$ cat src/rtl/dring_pkg.sv
package dring_pkg;
  localparam int LEN_W = 16;
  localparam int HOST_W = 5;
  localparam int MISC_W = 6;
  localparam int MISC_LSB = 5;
  localparam int CTRL_W = 19;

  localparam logic [7:0] A_SBASE = 8'h00;
  localparam logic [7:0] A_SSIZE = 8'h04;
  localparam logic [7:0] A_DBASE = 8'h08;
  localparam logic [7:0] A_DSIZE = 8'h0C;
  localparam logic [7:0] A_CTRL  = 8'h10;
  localparam logic [7:0] A_CMD   = 8'h18;
  localparam logic [7:0] A_HIE   = 8'h2C;
  localparam logic [7:0] A_HIS   = 8'h30;
  localparam logic [7:0] A_MIE   = 8'h34;
  localparam logic [7:0] A_MIS   = 8'h38;
  localparam logic [7:0] A_SWR   = 8'h3C;
  localparam logic [7:0] A_DWR   = 8'h40;
  localparam logic [7:0] A_SRD   = 8'h44;
  localparam logic [7:0] A_DRD   = 8'h48;
  localparam logic [7:0] A_SWM   = 8'h4C;
  localparam logic [7:0] A_DWM   = 8'h50;

  localparam int CMD_HALT_BIT = 0;
  localparam int CMD_HSTAT_BIT = 3;
  localparam int CTRL_SSWAP_BIT = 16;
  localparam int CTRL_DSWAP_BIT = 17;
endpackage

$ cat src/rtl/dring_ring.sv
module dring_ring #(
  parameter int IW = 16
) (
  input  logic          clk,
  input  logic          rst,
  input  logic [IW-1:0] size,
  input  logic          wr_wen,
  input  logic [IW-1:0] wr_data,
  input  logic [IW-1:0] wm_low,
  input  logic [IW-1:0] wm_high,
  input  logic          halt,
  input  logic          eng_vld,
  output logic          eng_rdy,
  output logic [IW-1:0] wr_idx,
  output logic [IW-1:0] rd_idx,
  output logic          ovf,
  output logic          adv,
  output logic          lo_hit,
  output logic          hi_hit
);
  logic [IW-1:0] wr_q, rd_q, wr_n, rd_n;
  logic [IW-1:0] mask, new_wr, cur_pend, new_pend, occ_n;
  logic          wr_ok, wr_take, chg;

  always_comb begin
    mask     = size - IW'(1);
    new_wr   = wr_data & mask;
    cur_pend = (wr_q - rd_q) & mask;
    new_pend = (new_wr - rd_q) & mask;
    wr_ok    = new_pend >= cur_pend;
    wr_take  = wr_wen && wr_ok;
    eng_rdy  = !halt && (wr_q != rd_q);
    adv      = eng_vld && eng_rdy;
    rd_n     = adv ? ((rd_q + IW'(1)) & mask) : rd_q;
    wr_n     = wr_take ? new_wr : wr_q;
    occ_n    = (wr_n - rd_n) & mask;
    chg      = adv || wr_take;
    ovf      = wr_wen && !wr_ok;
    lo_hit   = chg && (occ_n < wm_low);
    hi_hit   = chg && (occ_n > wm_high);
  end

  always_ff @(posedge clk) begin
    if (rst) begin
      wr_q <= '0;
      rd_q <= '0;
    end else begin
      wr_q <= wr_n;
      rd_q <= rd_n;
    end
  end

  assign wr_idx = wr_q;
  assign rd_idx = rd_q;

  // a halted ring never moves its read index
  p_halt_hold_r11: assert property (@(posedge clk) disable iff (rst)
    halt |=> $stable(rd_q));
  // an accepted handshake steps the read index by one, modulo size
  p_rd_step_r4: assert property (@(posedge clk) disable iff (rst)
    (eng_vld && !halt && (wr_q != rd_q)) |=> (rd_q == (($past(rd_q) + IW'(1)) & $past(mask))));
  // a rejected write index leaves the index where it was
  p_no_overflow_r3: assert property (@(posedge clk) disable iff (rst)
    ovf |=> $stable(wr_q));
endmodule

$ cat src/rtl/dring_irq.sv
module dring_irq #(
  parameter int W = 5
) (
  input  logic         clk,
  input  logic         rst,
  input  logic [W-1:0] set,
  input  logic         clr_wen,
  input  logic [W-1:0] clr_data,
  input  logic         ie_wen,
  input  logic [W-1:0] ie_data,
  output logic [W-1:0] status,
  output logic [W-1:0] enable,
  output logic         irq
);
  logic [W-1:0] st_q, ie_q;
  logic         irq_q;

  always_ff @(posedge clk) begin
    if (rst) begin
      st_q  <= '0;
      ie_q  <= '0;
      irq_q <= 1'b0;
    end else begin
      st_q  <= (st_q & ~(clr_wen ? clr_data : '0)) | set;
      if (ie_wen) ie_q <= ie_data;
      irq_q <= |(st_q & ie_q);
    end
  end

  assign status = st_q;
  assign enable = ie_q;
  assign irq    = irq_q;

  // written ones clear unless set in the same cycle
  p_w1c_r9: assert property (@(posedge clk) disable iff (rst)
    clr_wen |=> ((st_q & $past(clr_data & ~set)) == '0));
  // interrupt follows enabled status one cycle later
  p_irq_r10: assert property (@(posedge clk) disable iff (rst)
    1'b1 |=> (irq_q == $past(|(st_q & ie_q))));
endmodule

$ cat src/rtl/dring_ctrl.sv
module dring_ctrl
  import dring_pkg::*;
#(
  parameter int IW = 16,
  parameter int AW = 8,
  parameter int RST_ENTRIES = 8
) (
  input  logic             clk,
  input  logic             rst,
  input  logic             reg_wen,
  input  logic [AW-1:0]    reg_addr,
  input  logic [31:0]      reg_wdata,
  output logic [31:0]      reg_rdata,
  input  logic             src_vld,
  output logic             src_rdy,
  input  logic [LEN_W-1:0] src_len,
  output logic [IW-1:0]    src_rd_idx,
  output logic             src_swap,
  input  logic             dst_vld,
  output logic             dst_rdy,
  input  logic [LEN_W-1:0] dst_len,
  output logic [IW-1:0]    dst_rd_idx,
  output logic             dst_swap,
  input  logic             bus_err,
  output logic             irq
);
  localparam logic [7:0] RING_WR_ADDR [2] = '{A_SWR, A_DWR};

  logic [31:0]       sbase, dbase, swm, dwm;
  logic [IW-1:0]     ssize, dsize;
  logic [CTRL_W-1:0] ctrl;
  logic              halt_req, halted;
  logic [7:0]        addr8;

  logic [IW-1:0] r_size [2];
  logic [IW-1:0] r_low  [2];
  logic [IW-1:0] r_high [2];
  logic [IW-1:0] r_wr   [2];
  logic [IW-1:0] r_rd   [2];
  logic          r_vld  [2];
  logic          r_rdy  [2];
  logic          r_ovf  [2];
  logic          r_adv  [2];
  logic          r_lo   [2];
  logic          r_hi   [2];

  logic [HOST_W-1:0] h_set, h_st, h_ie;
  logic [MISC_W-1:0] m_set, m_st, m_ie;
  logic              h_irq, m_irq;

  assign addr8 = 8'(reg_addr);

  always_ff @(posedge clk) begin
    if (rst) begin
      sbase    <= '0;
      dbase    <= '0;
      swm      <= '0;
      dwm      <= '0;
      ssize    <= IW'(RST_ENTRIES);
      dsize    <= IW'(RST_ENTRIES);
      ctrl     <= '0;
      halt_req <= 1'b0;
      halted   <= 1'b0;
    end else begin
      halted <= halt_req;
      if (reg_wen) begin
        case (addr8)
          A_SBASE: sbase    <= reg_wdata;
          A_DBASE: dbase    <= reg_wdata;
          A_SSIZE: ssize    <= reg_wdata[IW-1:0];
          A_DSIZE: dsize    <= reg_wdata[IW-1:0];
          A_CTRL:  ctrl     <= reg_wdata[CTRL_W-1:0];
          A_CMD:   halt_req <= reg_wdata[CMD_HALT_BIT];
          A_SWM:   swm      <= reg_wdata;
          A_DWM:   dwm      <= reg_wdata;
          default: ;
        endcase
      end
    end
  end

  assign r_size[0] = ssize;
  assign r_size[1] = dsize;
  assign r_low[0]  = IW'(swm[31:16]);
  assign r_high[0] = IW'(swm[15:0]);
  assign r_low[1]  = IW'(dwm[31:16]);
  assign r_high[1] = IW'(dwm[15:0]);
  assign r_vld[0]  = src_vld;
  assign r_vld[1]  = dst_vld;

  for (genvar g = 0; g < 2; g++) begin : g_ring
    dring_ring #(.IW(IW)) u_ring (
      .clk     (clk),
      .rst     (rst),
      .size    (r_size[g]),
      .wr_wen  (reg_wen && (addr8 == RING_WR_ADDR[g])),
      .wr_data (reg_wdata[IW-1:0]),
      .wm_low  (r_low[g]),
      .wm_high (r_high[g]),
      .halt    (halt_req),
      .eng_vld (r_vld[g]),
      .eng_rdy (r_rdy[g]),
      .wr_idx  (r_wr[g]),
      .rd_idx  (r_rd[g]),
      .ovf     (r_ovf[g]),
      .adv     (r_adv[g]),
      .lo_hit  (r_lo[g]),
      .hi_hit  (r_hi[g])
    );
  end

  // host bits: 0 copy, 1 src high, 2 src low, 3 dst high, 4 dst low
  assign h_set = {r_lo[1], r_hi[1], r_lo[0], r_hi[0], r_adv[1]};
  // misc bits 5..10: src ovf, dst ovf, dst max len, src len, dst addr, bus
  assign m_set = {bus_err,
                  r_adv[1] && (dbase[2:0] != 3'b000),
                  r_adv[0] && (src_len == '0),
                  r_adv[1] && (dst_len > ctrl[15:0]),
                  r_ovf[1], r_ovf[0]};

  dring_irq #(.W(HOST_W)) u_host (
    .clk      (clk),
    .rst      (rst),
    .set      (h_set),
    .clr_wen  (reg_wen && (addr8 == A_HIS)),
    .clr_data (reg_wdata[HOST_W-1:0]),
    .ie_wen   (reg_wen && (addr8 == A_HIE)),
    .ie_data  (reg_wdata[HOST_W-1:0]),
    .status   (h_st),
    .enable   (h_ie),
    .irq      (h_irq)
  );

  dring_irq #(.W(MISC_W)) u_misc (
    .clk      (clk),
    .rst      (rst),
    .set      (m_set),
    .clr_wen  (reg_wen && (addr8 == A_MIS)),
    .clr_data (reg_wdata[MISC_LSB+MISC_W-1:MISC_LSB]),
    .ie_wen   (reg_wen && (addr8 == A_MIE)),
    .ie_data  (reg_wdata[MISC_LSB+MISC_W-1:MISC_LSB]),
    .status   (m_st),
    .enable   (m_ie),
    .irq      (m_irq)
  );

  always_ff @(posedge clk) begin
    if (rst) begin
      reg_rdata <= '0;
    end else begin
      case (addr8)
        A_SBASE: reg_rdata <= sbase;
        A_SSIZE: reg_rdata <= 32'(ssize);
        A_DBASE: reg_rdata <= dbase;
        A_DSIZE: reg_rdata <= 32'(dsize);
        A_CTRL:  reg_rdata <= 32'(ctrl);
        A_CMD:   reg_rdata <= 32'({halted, 2'b00, halt_req});
        A_HIE:   reg_rdata <= 32'(h_ie);
        A_HIS:   reg_rdata <= 32'(h_st);
        A_MIE:   reg_rdata <= 32'({m_ie, 5'b00000});
        A_MIS:   reg_rdata <= 32'({m_st, 5'b00000});
        A_SWR:   reg_rdata <= 32'(r_wr[0]);
        A_DWR:   reg_rdata <= 32'(r_wr[1]);
        A_SRD:   reg_rdata <= 32'(r_rd[0]);
        A_DRD:   reg_rdata <= 32'(r_rd[1]);
        A_SWM:   reg_rdata <= swm;
        A_DWM:   reg_rdata <= dwm;
        default: reg_rdata <= '0;
      endcase
    end
  end

  assign src_rdy    = r_rdy[0];
  assign dst_rdy    = r_rdy[1];
  assign src_rd_idx = r_rd[0];
  assign dst_rd_idx = r_rd[1];
  assign src_swap   = ctrl[CTRL_SSWAP_BIT];
  assign dst_swap   = ctrl[CTRL_DSWAP_BIT];
  assign irq        = h_irq || m_irq;

  // halt status follows the request one cycle later
  p_halt_status_r11: assert property (@(posedge clk) disable iff (rst)
    $rose(halt_req) |=> halted);
  // no ring offers a descriptor while halt is requested
  p_halt_rdy_r11: assert property (@(posedge clk) disable iff (rst)
    halt_req |-> !(src_rdy || dst_rdy));
endmodule

$ cat config.mk
export PLATFORM = sky130hd
export DESIGN_NAME = dring_ctrl
export DESIGN_NICKNAME = d
export VERILOG_FILES = /design/src/rtl/dring_pkg.sv /design/src/rtl/dring_ring.sv /design/src/rtl/dring_irq.sv /design/src/rtl/dring_ctrl.sv
export SDC_FILE = /design/constraint.sdc
export NUM_CORES = 1
export LEC_CHECK = 0
export ABC_AREA = 1
export BUFFER_PORTS_ARGS = -buffer_cell sky130_fd_sc_hd__clkbuf_2
export CORE_ASPECT_RATIO = 0.8
export CORE_UTILIZATION = 45
export DETAILED_ROUTE_END_ITERATION = 8
export PLACE_DENSITY = 0.65
export SLEW_MARGIN = 20
export SYNTH_ARGS = -nofsm -noshare
export SYNTH_HDL_FRONTEND = slang
export SYNTH_SLANG_ARGS = --single-unit
$ cat constraint.sdc
create_clock -name clk -period 14.4 [get_ports clk]
set_input_delay 1.44 -clock clk [delete_from_list [all_inputs] [get_ports clk]]
set_output_delay 1.44 -clock clk [all_outputs]
set_load 0.005 [all_outputs]
Word-level counts from Yosys, hierarchy flattened
Index checks and enable logic that the tools add are counted.
{"block": "totals", "reg_bits": 301, "wordCells": 119, "in_bits": 78, "out_inout_bits": 69}
{"block": "classes", "reduce_logical": 40, "n_eq_ne": 17, "order_cmp": 7, "bitwise": 18, "muxes": 7, "n_addsub": 10}
{"op": "32-bit case mux with 16 select lines", "n": 1}
{"op": "16-bit AND", "n": 10}
{"op": "16-bit subtractor", "n": 6}
{"op": "16-bit two-way mux", "n": 4}
{"op": "16-bit greater-than comparator", "n": 3}
{"op": "8-bit by 6-bit equality test with 1-bit output, second input constant", "n": 5}
{"op": "8-bit by 7-bit equality test with 1-bit output, second input constant", "n": 5}
{"op": "16-bit by 1-bit adder with 16-bit output, second input constant", "n": 2}
{"op": "16-bit >= comparator", "n": 2}
{"op": "16-bit < comparator", "n": 2}
{"op": "16-bit != test", "n": 2}
{"op": "16-bit by 1-bit subtractor with 16-bit output, second input constant", "n": 2}
{"op": "1-bit logical AND", "n": 21}
{"op": "8-bit by 4-bit equality test with 1-bit output, second input constant", "n": 2}
{"op": "8-bit by 5-bit equality test with 1-bit output, second input constant", "n": 2}
{"op": "16-bit logical NOT", "n": 1}
{"op": "2-bit AND reduction", "n": 8}
{"op": "6-bit AND", "n": 2}
{"op": "5-bit AND", "n": 2}
{"op": "8-bit by 3-bit equality test with 1-bit output, second input constant", "n": 1}
{"op": "8-bit logical NOT", "n": 1}
{"op": "6-bit two-way mux", "n": 1}
{"op": "6-bit inverter", "n": 1}
{"op": "6-bit OR", "n": 1}
{"op": "8 further kinds", "n": 12}

Depth between registers and ports, before layout
Gate-level depths: netlist (run 1).
{"block": "logic_depth", "ltp_word": 12, "depth_mapped": 58, "mapped_depth_nobuf": 58}

Cells and area by module
From an unflattened synthesis (run 1), not the netlist that was laid out.
{"block": "hier_totals", "hier_cells": 3386, "area_unflattened_um2": 21951.1}
{"mod": "dring_ctrl", "cells_each": 1471, "area_each_um2": 9985.8, "instances": 1}
{"mod": "dring_ring (g_ring[1].u_ring)", "cells_each": 908, "area_each_um2": 5630.4, "instances": 1}
{"mod": "dring_ring (g_ring[0].u_ring)", "cells_each": 892, "area_each_um2": 5476.5, "instances": 1}
{"mod": "dring_irq (u_misc)", "cells_each": 63, "area_each_um2": 465.4, "instances": 1}
{"mod": "dring_irq (u_host)", "cells_each": 52, "area_each_um2": 392.9, "instances": 1}

Worst setup path before layout (run 1)
Ideal clock, no wire load.
{"block": "synth_timing", "path_type": "input -> register", "from": "input reg_wdata[2]", "to": "register u_host.st_q[1] (netlist: u_host.status[1])", "path_stages": 42, "setup_slack_ns": 7.555, "arrival_time_ns": 6.712, "cell_sequence": "inv_1 nor2_1 ha_1 nand4_1 o21ai_0 nand3_2 a21oi_4 nand3_1 nand3_1 nand2_1 inv_1 nor2_1 ha_1 nand2_1 inv_1 nand3_1 nor3_1 nand3_1 [... 6 more ...] ha_1 a21oi_1 o21ai_0 nand2_1 nand2_1 a21oi_1 o21ai_0 a21boi_0 o21ai_0 xor2_1 nor2_1 ha_1 a21oi_1 o21ai_0 nand2_1 nand2_1 nand2_1 a21oi_1"}
{"block": "synth_between", "elab_chain_len": 11, "word_cells_on_any_way": 12, "classes_between": "add/sub (2); order compare (2); mux (1); bitwise (4); reduce/logical (3)"}
{"item": "from (decl)", "line": "dring_ctrl.sv:12", "rtl": "input logic [31:0] reg_wdata,"}
{"item": "16-bit AND *", "line": "dring_ring.sv:27", "rtl": "new_wr = wr_data & mask;"}
{"item": "16-bit subtractor", "line": "dring_ring.sv:29", "rtl": "new_pend = (new_wr - rd_q) & mask;"}
{"item": "16-bit AND", "line": "dring_ring.sv:29"}
{"item": "16-bit >= comparator", "line": "dring_ring.sv:30", "rtl": "wr_ok = new_pend >= cur_pend;"}
{"item": "1-bit logical AND", "line": "dring_ring.sv:31", "rtl": "wr_take = wr_wen && wr_ok;"}
{"item": "16-bit two-way mux *", "line": "dring_ring.sv:35", "rtl": "wr_n = wr_take ? new_wr : wr_q;"}
{"item": "net g_ring[0].u_ring.wr_n[2]", "line": "dring_ring.sv:21", "rtl": "logic [IW-1:0] wr_q, rd_q, wr_n, rd_n;"}
{"item": "16-bit subtractor *", "line": "dring_ring.sv:36", "rtl": "occ_n = (wr_n - rd_n) & mask;"}
{"item": "16-bit AND *", "line": "dring_ring.sv:36"}
{"item": "16-bit greater-than comparator *", "line": "dring_ring.sv:40", "rtl": "hi_hit = chg && (occ_n > wm_high);"}
{"item": "1-bit logical AND *", "line": "dring_ring.sv:40"}
{"item": "5-bit OR *", "line": "dring_irq.sv:24", "rtl": "st_q <= (st_q & ~(clr_wen ? clr_data : '0)) | set;"}
{"item": "to (signal assigned)", "line": "dring_irq.sv:24"}
{"item": "to (decl)", "line": "dring_irq.sv:15", "rtl": "logic [W-1:0] st_q, ie_q;"}
The timed path passes the listed nets; every way through them passes the cells marked *.
A chain may end at the register's enable or synchronous reset.

Final worst setup path (run 1)
{"block": "layout_timing", "from": "register dsize[0]", "to": "register u_host.st_q[3] (netlist: u_host.status[3])"}
{"block": "layout_between", "elab_chain_len": 12, "word_cells_on_any_way": 16, "classes_between": "add/sub (3); order compare (2); mux (2); bitwise (6); reduce/logical (3)"}
{"item": "from (decl)", "line": "dring_ctrl.sv:30", "rtl": "logic [IW-1:0] ssize, dsize;"}
{"item": "from (signal assigned)", "line": "dring_ctrl.sv:60", "rtl": "dsize <= IW'(RST_ENTRIES);"}
{"item": "from (signal assigned)", "line": "dring_ctrl.sv:71", "rtl": "A_DSIZE: dsize <= reg_wdata[IW-1:0];"}
{"item": "16-bit by 1-bit subtractor with 16-bit output *", "line": "dring_ring.sv:26", "rtl": "mask = size - IW'(1);"}
{"item": "16-bit AND", "line": "dring_ring.sv:27"}
{"item": "16-bit subtractor", "line": "dring_ring.sv:29"}
{"item": "16-bit AND", "line": "dring_ring.sv:29"}
{"item": "16-bit >= comparator", "line": "dring_ring.sv:30"}
{"item": "1-bit logical AND", "line": "dring_ring.sv:31"}
{"item": "16-bit two-way mux *", "line": "dring_ring.sv:35"}
{"item": "net g_ring[1].u_ring.wr_n[4]", "line": "dring_ring.sv:21"}
{"item": "16-bit subtractor *", "line": "dring_ring.sv:36"}
{"item": "16-bit AND *", "line": "dring_ring.sv:36"}
{"item": "16-bit greater-than comparator *", "line": "dring_ring.sv:40"}
{"item": "1-bit logical AND *", "line": "dring_ring.sv:40"}
{"item": "5-bit OR *", "line": "dring_irq.sv:24"}
Marked as above.

==> run metrics, run 1 <==
crit path launch type=register; setup bufs post-CTS=0; Seq/Total Area, Yosys=29.1%; number of vias per cell=5.94; Critical Path End Type=register; cts-stage hold buffer count=0; DP Area=22000 sq um; drt first pass iters=7; final hold violations=0; first-pass GRT wire length=130000 microns; FFs w/ async S/R, synth=0%; drt total wl=89200 microns; Top FF cell, synth=dfxtp_1; HPWL after DPL=70200 microns; total power=1.87 mW; status=finished clean; max_slew headroom=10.7%; worst slew pin tran=1320 ps; Num Clock Sinks=301; Layout Skew=23.1 ps; CP max stage cell=xor2_1; initial antenna violation count=5; CP max FO=26; Worst R2R Start=dsize[0]; delay of the slowest cell on the worst path=620 ps; met1 usage=53.2%; GPL Wtd Cong=1.03; Congestion Overflow GR=0; Synth Area per Inst=6.86 sq um; Hold Crit Depth=2; Yosys cell types=65; worst reg2reg path depth=45; WS Path Type=register to register; Flop pwr share=44.8%; fin cells=3757; Port Buf Inserts=146; max cap viols=0; Hold Path Class=register to register; Setup TNS=0 ps; Worst R2R End=u_host.status[3]; design area=23100 sq um; max-slew violation count=0; Ys Warns=0; cell area power density=80.7 nW/um^2; internal power=1.39 mW; DR iter-0 viols=2873; peak supply drop=0.0000907 V; switching part of the total=25.4%; Inserted Clock Buffers=34; Req. time, crit path=14790 ps; H-Tree Depth=2; sw power=474 uW; Placement Setup Slack=5130 ps; I/O pin total=147; Area Growth Syn to Fin=11.7%; EDFF count, synth=0; busiest layer in global routing=met2; clk_lat worst skew=550 ps; synthesized area=20700 sq um; post-layout min period=9210 ps; logic gate share of total power=7.1%; die area=46900 sq um; vias=22300; CTS tree=done; Synth Register Bits=301; power share of the clock group=48.2%; Routed wire per std cell=23.8 microns; Initial Util=46.1%; hold_sp=dwm[16]; FP Rows=69; number of global-route vias before repair=20500; final-report setup violation count=0; hold-critical path endpoint=dwm[16]; R2R Setup Slk=5190 ps; Fmax achieved=109 MHz; share of cells above drive strength 1=10.4%; met3 track demand over resource=8.29%; fin crit share=63.9%; Longest Clk Path Bufs=3; largest net degree at the start of global routing=117; Die H=194 microns; syn_nets=3302; Final Worst Setup Slack=5190 ps; ANT cells=0; gr usage total=36.8%; Die X=242 microns; post-cts sizing count=0; Cells after Synth=3021; core region area=44900 sq um; Reg clk slew, reported paths=60 ps; ANT nets after route=0; met2 GRT Util=53.7%; final-stage net count=3411; Clock Tree Root=clkbuf_16; unrepaired setup endpoints after global routing=no; dpl cells=3697; Worst path most repeated cell=nand2_1; Leak=10.5 nW; Worst Path Arrival=9600 ps; Remaining DRCs=0
-- layout make-up --
| type | instances | area, sq um |
|---|---|---|
| Clock inverter | 9 | 116 |
| Multi-Input combinational cell | 2209 | 12800 |
| Timing Repair Buffer | 167 | 891 |
| Fill cell | 4538 | 21700 |
| Sequential cell | 301 | 6030 |
| Inverter | 417 | 1570 |
| Clock buffer | 51 | 1000 |
| Tap cell | 603 | 754 |
-- worst max-delay path: cells and delay by family, from the launching register on --
| family | cells | cell delay, ps |
|---|---|---|
| flip-flops | 1 | 440 |
| buffers and inverters | 6 | 910 |
| adder cells (fa/ha/maj) | 5 | 1590 |
| XOR/XNOR | 1 | 620 |
| AO/OA/AOI/OAI | 11 | 2070 |
| AND/OR/NAND/NOR | 22 | 3400 |
-- per-layer routing --
| metal | wire length, microns | up-vias |
|---|---|---|
| met5 | 23 | - |
| met4 | 2990 | 4 |
| met3 | 10100 | 195 |
| met2 | 36600 | 1242 |
| met1 | 39600 | 10500 |
| li1 | - | 10400 |
-- cells by family after synthesis --
kind of cell    synth area share, %
fa+ha+maj                      12.5
flops                          29.1
xor+xnor                       3.01
buf+inv                        9.30
compound gates                 23.3
simple gates                   22.8
-- layout by cell type (no fill, tap or decap), types with 9 or more instances in the layout --
cell type  count
nor2_1       328
o31ai_1        9
clkbuf_16     34
or2_2         15
nand2_2       22
clkbuf_2     145
o22ai_1       45
o21ai_0      321
a211oi_1      12
nor4_1        15
xnor2_1       11
nor3_1        35
nand2_1      452
a221oi_1      38
ha_1         197
buf_4         22
a21oi_1      357
xor2_1        49
dfxtp_1      301
o21ai_1       15
nand4_1       35
nor2_2        15
nand3_1      103
inv_1        394
a31oi_1       19
inv_2         17
clkbuf_8       9
-- cells in the mapped netlist (17+ instances only) --
master	n	area, sq um
xor2_1	49	429
nor2_1	331	1240
nand2_1	454	1700
o22ai_1	45	282
inv_1	395	1480
nand4_1	35	219
clkbuf_1	85	319
inv_2	17	63.8
ha_1	197	2460
dfxtp_1	301	6030
nor3_1	35	175
o21ai_0	321	1610
a221oi_1	38	333
nand3_1	103	515
a21oi_1	357	1790
nand2_2	20	125
a31oi_1	19	119
-- flip-flops by register name (all words and copies together), names as in the netlist, 16 cells and up --
register              cells
g_ring.u_ring.rd_idx     32
dwm                      32
swm                      32
ctrl                     19
dbase                    32
g_ring.u_ring.wr_idx     32
sbase                    32
dsize                    16
ssize                    16
reg_rdata                32
-- power by group through the flow --
| stage | Sequential, mW | Clock [mW] | Combinational (mW) |
|---|---|---|---|
| after floorplan | 0.854 | 0 | 0.0738 |
| after global placement | 0.854 | 0 | 0.125 |
| after detailed placement | 0.854 | 0 | 0.127 |
| after CTS | 0.836 | 0.900 | 0.127 |
| after global routing | 0.836 | 0.933 | 0.142 |
| final | 0.836 | 0.900 | 0.132 |
-- metrics by stage --
step	util (%)	hold WS (ps)
2_1_floorplan	-	433
3_3_place_gp	49.1	448
3_5_place_dp	49.1	458
4_1_cts	51.6	467
5_1_grt	51.6	490
6_report	51.6	472
-- worst max path at each step --
stage	from	end	cells past startpoint
6_report	dsize[0]	u_host.status[3]	45
3_5_place_dp	reg_wdata[1]	u_host.status[3]	46
4_1_cts	dsize[0]	u_host.status[3]	45
3_3_place_gp	reg_wdata[1]	u_host.status[3]	46
2_1_floorplan	reg_wdata[2]	u_host.status[1]	42
5_1_grt	dsize[0]	u_host.status[3]	46
No activity file was read; power rests on OpenSTA's default activity.
==> run 2, diff against run 1 <==
PLACE_DENSITY = 0.68   (was 0.65)
clock period = 7.7 ns   (was 14.4 ns; I/O delays follow)
==> run 2 against run 1 <==
Compared with the run above: sequential cell count unchanged; clock skew increased by 12 ps; die area unchanged; sequential power grew 87%; combinational power increased by 120%; wire length up 4.8%; sequential share of layout area down 1.4 points; fmax up 28%; worst hold slack got worse by 3.9 ps; critical endpoint unchanged.
==> run metrics, run 2 (synthesis results as in run 1) <==
cts-stage hold buffer count=0 (unchanged); Num Clock Sinks=301 (unchanged); Remaining DRCs=0 (unchanged); drt total wl=93500 microns (was 89200 microns); switching part of the total=25.8% (was 25.4%); Hold Path Class=register to register (unchanged); Clock Tree Root=clkbuf_16 (unchanged); Reg clk slew, reported paths=60 ps (about the same); I/O pin total=147 (unchanged); Layout Skew=35.5 ps (was 23.1 ps); Worst path most repeated cell=nand2_1 (unchanged); HPWL after DPL=75500 microns (was 70200 microns); Port Buf Inserts=146 (unchanged); Req. time, crit path=8160 ps (was 14790 ps); Die X=242 microns (unchanged); Longest Clk Path Bufs=3 (unchanged); DP Area=23000 sq um (was 22000 sq um); ANT cells=0 (unchanged); share of cells above drive strength 1=15.6% (was 10.4%); number of vias per cell=5.92 (was 5.94); Critical Path End Type=register (unchanged); final-stage net count=3547 (was 3411); peak supply drop=0.000186 V (was 0.0000907 V); max cap viols=0 (unchanged); final hold violations=0 (unchanged); final-report setup violation count=0 (unchanged); die area=46900 sq um (unchanged); Initial Util=46.1% (unchanged); initial antenna violation count=2 (was 5); Routed wire per std cell=24.0 microns (was 23.8 microns); H-Tree Depth=2 (unchanged); DR iter-0 viols=2942 (was 2873); Area Growth Syn to Fin=18.1% (was 11.7%); core region area=44900 sq um (unchanged); worst slew pin tran=952 ps (was 1320 ps); CP max stage cell=dfxtp_1 (was xor2_1); drt first pass iters=6 (was 7); largest net degree at the start of global routing=99 (was 117); most common library cell in the layout ignoring fill and taps=nand2_1 (unchanged); Fmax achieved=139 MHz (was 109 MHz); Flop pwr share=43.9% (was 44.8%); ANT nets after route=0 (unchanged); number of global-route vias before repair=20900 (was 20500); Congestion Overflow GR=0 (unchanged); Leak=11.2 nW (was 10.5 nW); GPL Wtd Cong=1.00 (was 1.03); clk_lat worst skew=540 ps (was 550 ps); FP Rows=69 (unchanged); CP max FO=17 (was 26); most frequent cells in the layout=449 x nand2_1, 391 x inv_1, 353 x a21oi_1 (was 452 x nand2_1, 394 x inv_1, 357 x a21oi_1); fin crit share=93.4% (was 63.9%); first-pass GRT wire length=135000 microns (was 130000 microns); vias=23000 (was 22300); internal power=2.64 mW (was 1.39 mW); Inserted Clock Buffers=36 (was 34); CTS tree=done (unchanged); Placement Setup Slack=-32.2 ps (was 5130 ps); design area=24500 sq um (was 23100 sq um); cell area power density=145 nW/um^2 (was 80.7 nW/um^2); post-layout min period=7190 ps (was 9210 ps); max_slew headroom=36.5% (was 10.7%); sw power=917 uW (was 474 uW); gr usage total=38.4% (was 36.8%); max-slew violation count=0 (unchanged); crit path launch type=register (unchanged); delay of the slowest cell on the worst path=340 ps (was 620 ps); WS Path Type=register to register (unchanged); Worst Path Arrival=7660 ps (was 9600 ps); status=finished clean (unchanged); power share of the clock group=48.1% (was 48.2%); Final Worst Setup Slack=508 ps (was 5190 ps); Die H=194 microns (unchanged); logic gate share of total power=8.0% (was 7.1%)
[run 2: cell types whose count changed in the layout (fill, tap and decap cells not counted), moves of 4 or more]
cell | before | now
nor2_2 | 15 | 26
xor2_1 | 49 | 44
o21ai_0 | 321 | 309
nor2_1 | 328 | 314
o21ai_2 | 0 | 5
a21oi_2 | 2 | 6
ha_1 | 197 | 191
buf_4 | 22 | 153
ha_4 | 0 | 4
o21ai_1 | 15 | 22
a21oi_1 | 357 | 353
[run 2: repair_timing]
item / 4_1_cts / 5_1_grt
gates resized for setup: 0 / 74
buffers inserted: 0 / 6
endpoints found under the setup margin: 0 / 4
[run 2: power by group through the flow]
stage | sequential (mW) | clock [mW] | combinational [mW]
after floorplan | 1.60 | 0 | 0.138
after global placement | 1.60 | 0 | 0.262
after detailed placement | 1.60 | 0 | 0.265
after CTS | 1.56 | 1.72 | 0.266
after global routing | 1.56 | 1.77 | 0.303
final | 1.56 | 1.71 | 0.284
[run 2: per-stage QoR]
stage               total power, mW  hold slack, ps  utilization, %  cells  TNS, ps
finish                         3.56             468            54.5   3891        0
global route                   3.64             498            54.5   3891    -14.2
CTS                            3.55             472            53.7   3884        0
detailed placement             1.86             462            51.2   3824    -32.2
global placement               1.86             454            51.2   3824        0
floorplan                      1.73             433               -   3021        0
[run 2: layout make-up]
class | count | area [sq um]
clock inverters | 8 | 110
repair buffers | 300 | 1910
multi-input cells | 2210 | 13100
fillers | 4465 | 20400
clock buffers | 52 | 1020
inverters | 417 | 1570
flip-flops and latches | 301 | 6030
well taps | 603 | 754
[run 2: worst max-delay path: cells and delay by family (launching register included)]
family / cells / cell delay, ps
simple gates: 34 / 3470
fa+ha+maj: 4 / 1180
compound gates: 6 / 980
buf+inv: 8 / 670
xor+xnor: 2 / 460
flops: 1 / 340
[run 2: final timing paths]
kind	cells after the start	start	endpoint	slack, ps
setup / recovery	54	dsize[1]	u_host.status[3]	510
hold / removal	2	dwm[16]	dwm[16]	470
setup reg to reg	54	dsize[1]	u_host.status[3]	510
hold reg to reg	2	dwm[16]	dwm[16]	470
[run 2: layer usage]
| layer | track usage [%] | wire, microns | vias to the layer above |
|---|---|---|---|
| met1 | 55.7 | 40600 | 10800 |
| met5 | 0 | 28 | - |
| met4 | 14.1 | 3940 | 4 |
| met2 | 56.8 | 38400 | 1286 |
| met3 | 6.35 | 10500 | 214 |
| li1 | - | - | 10700 |
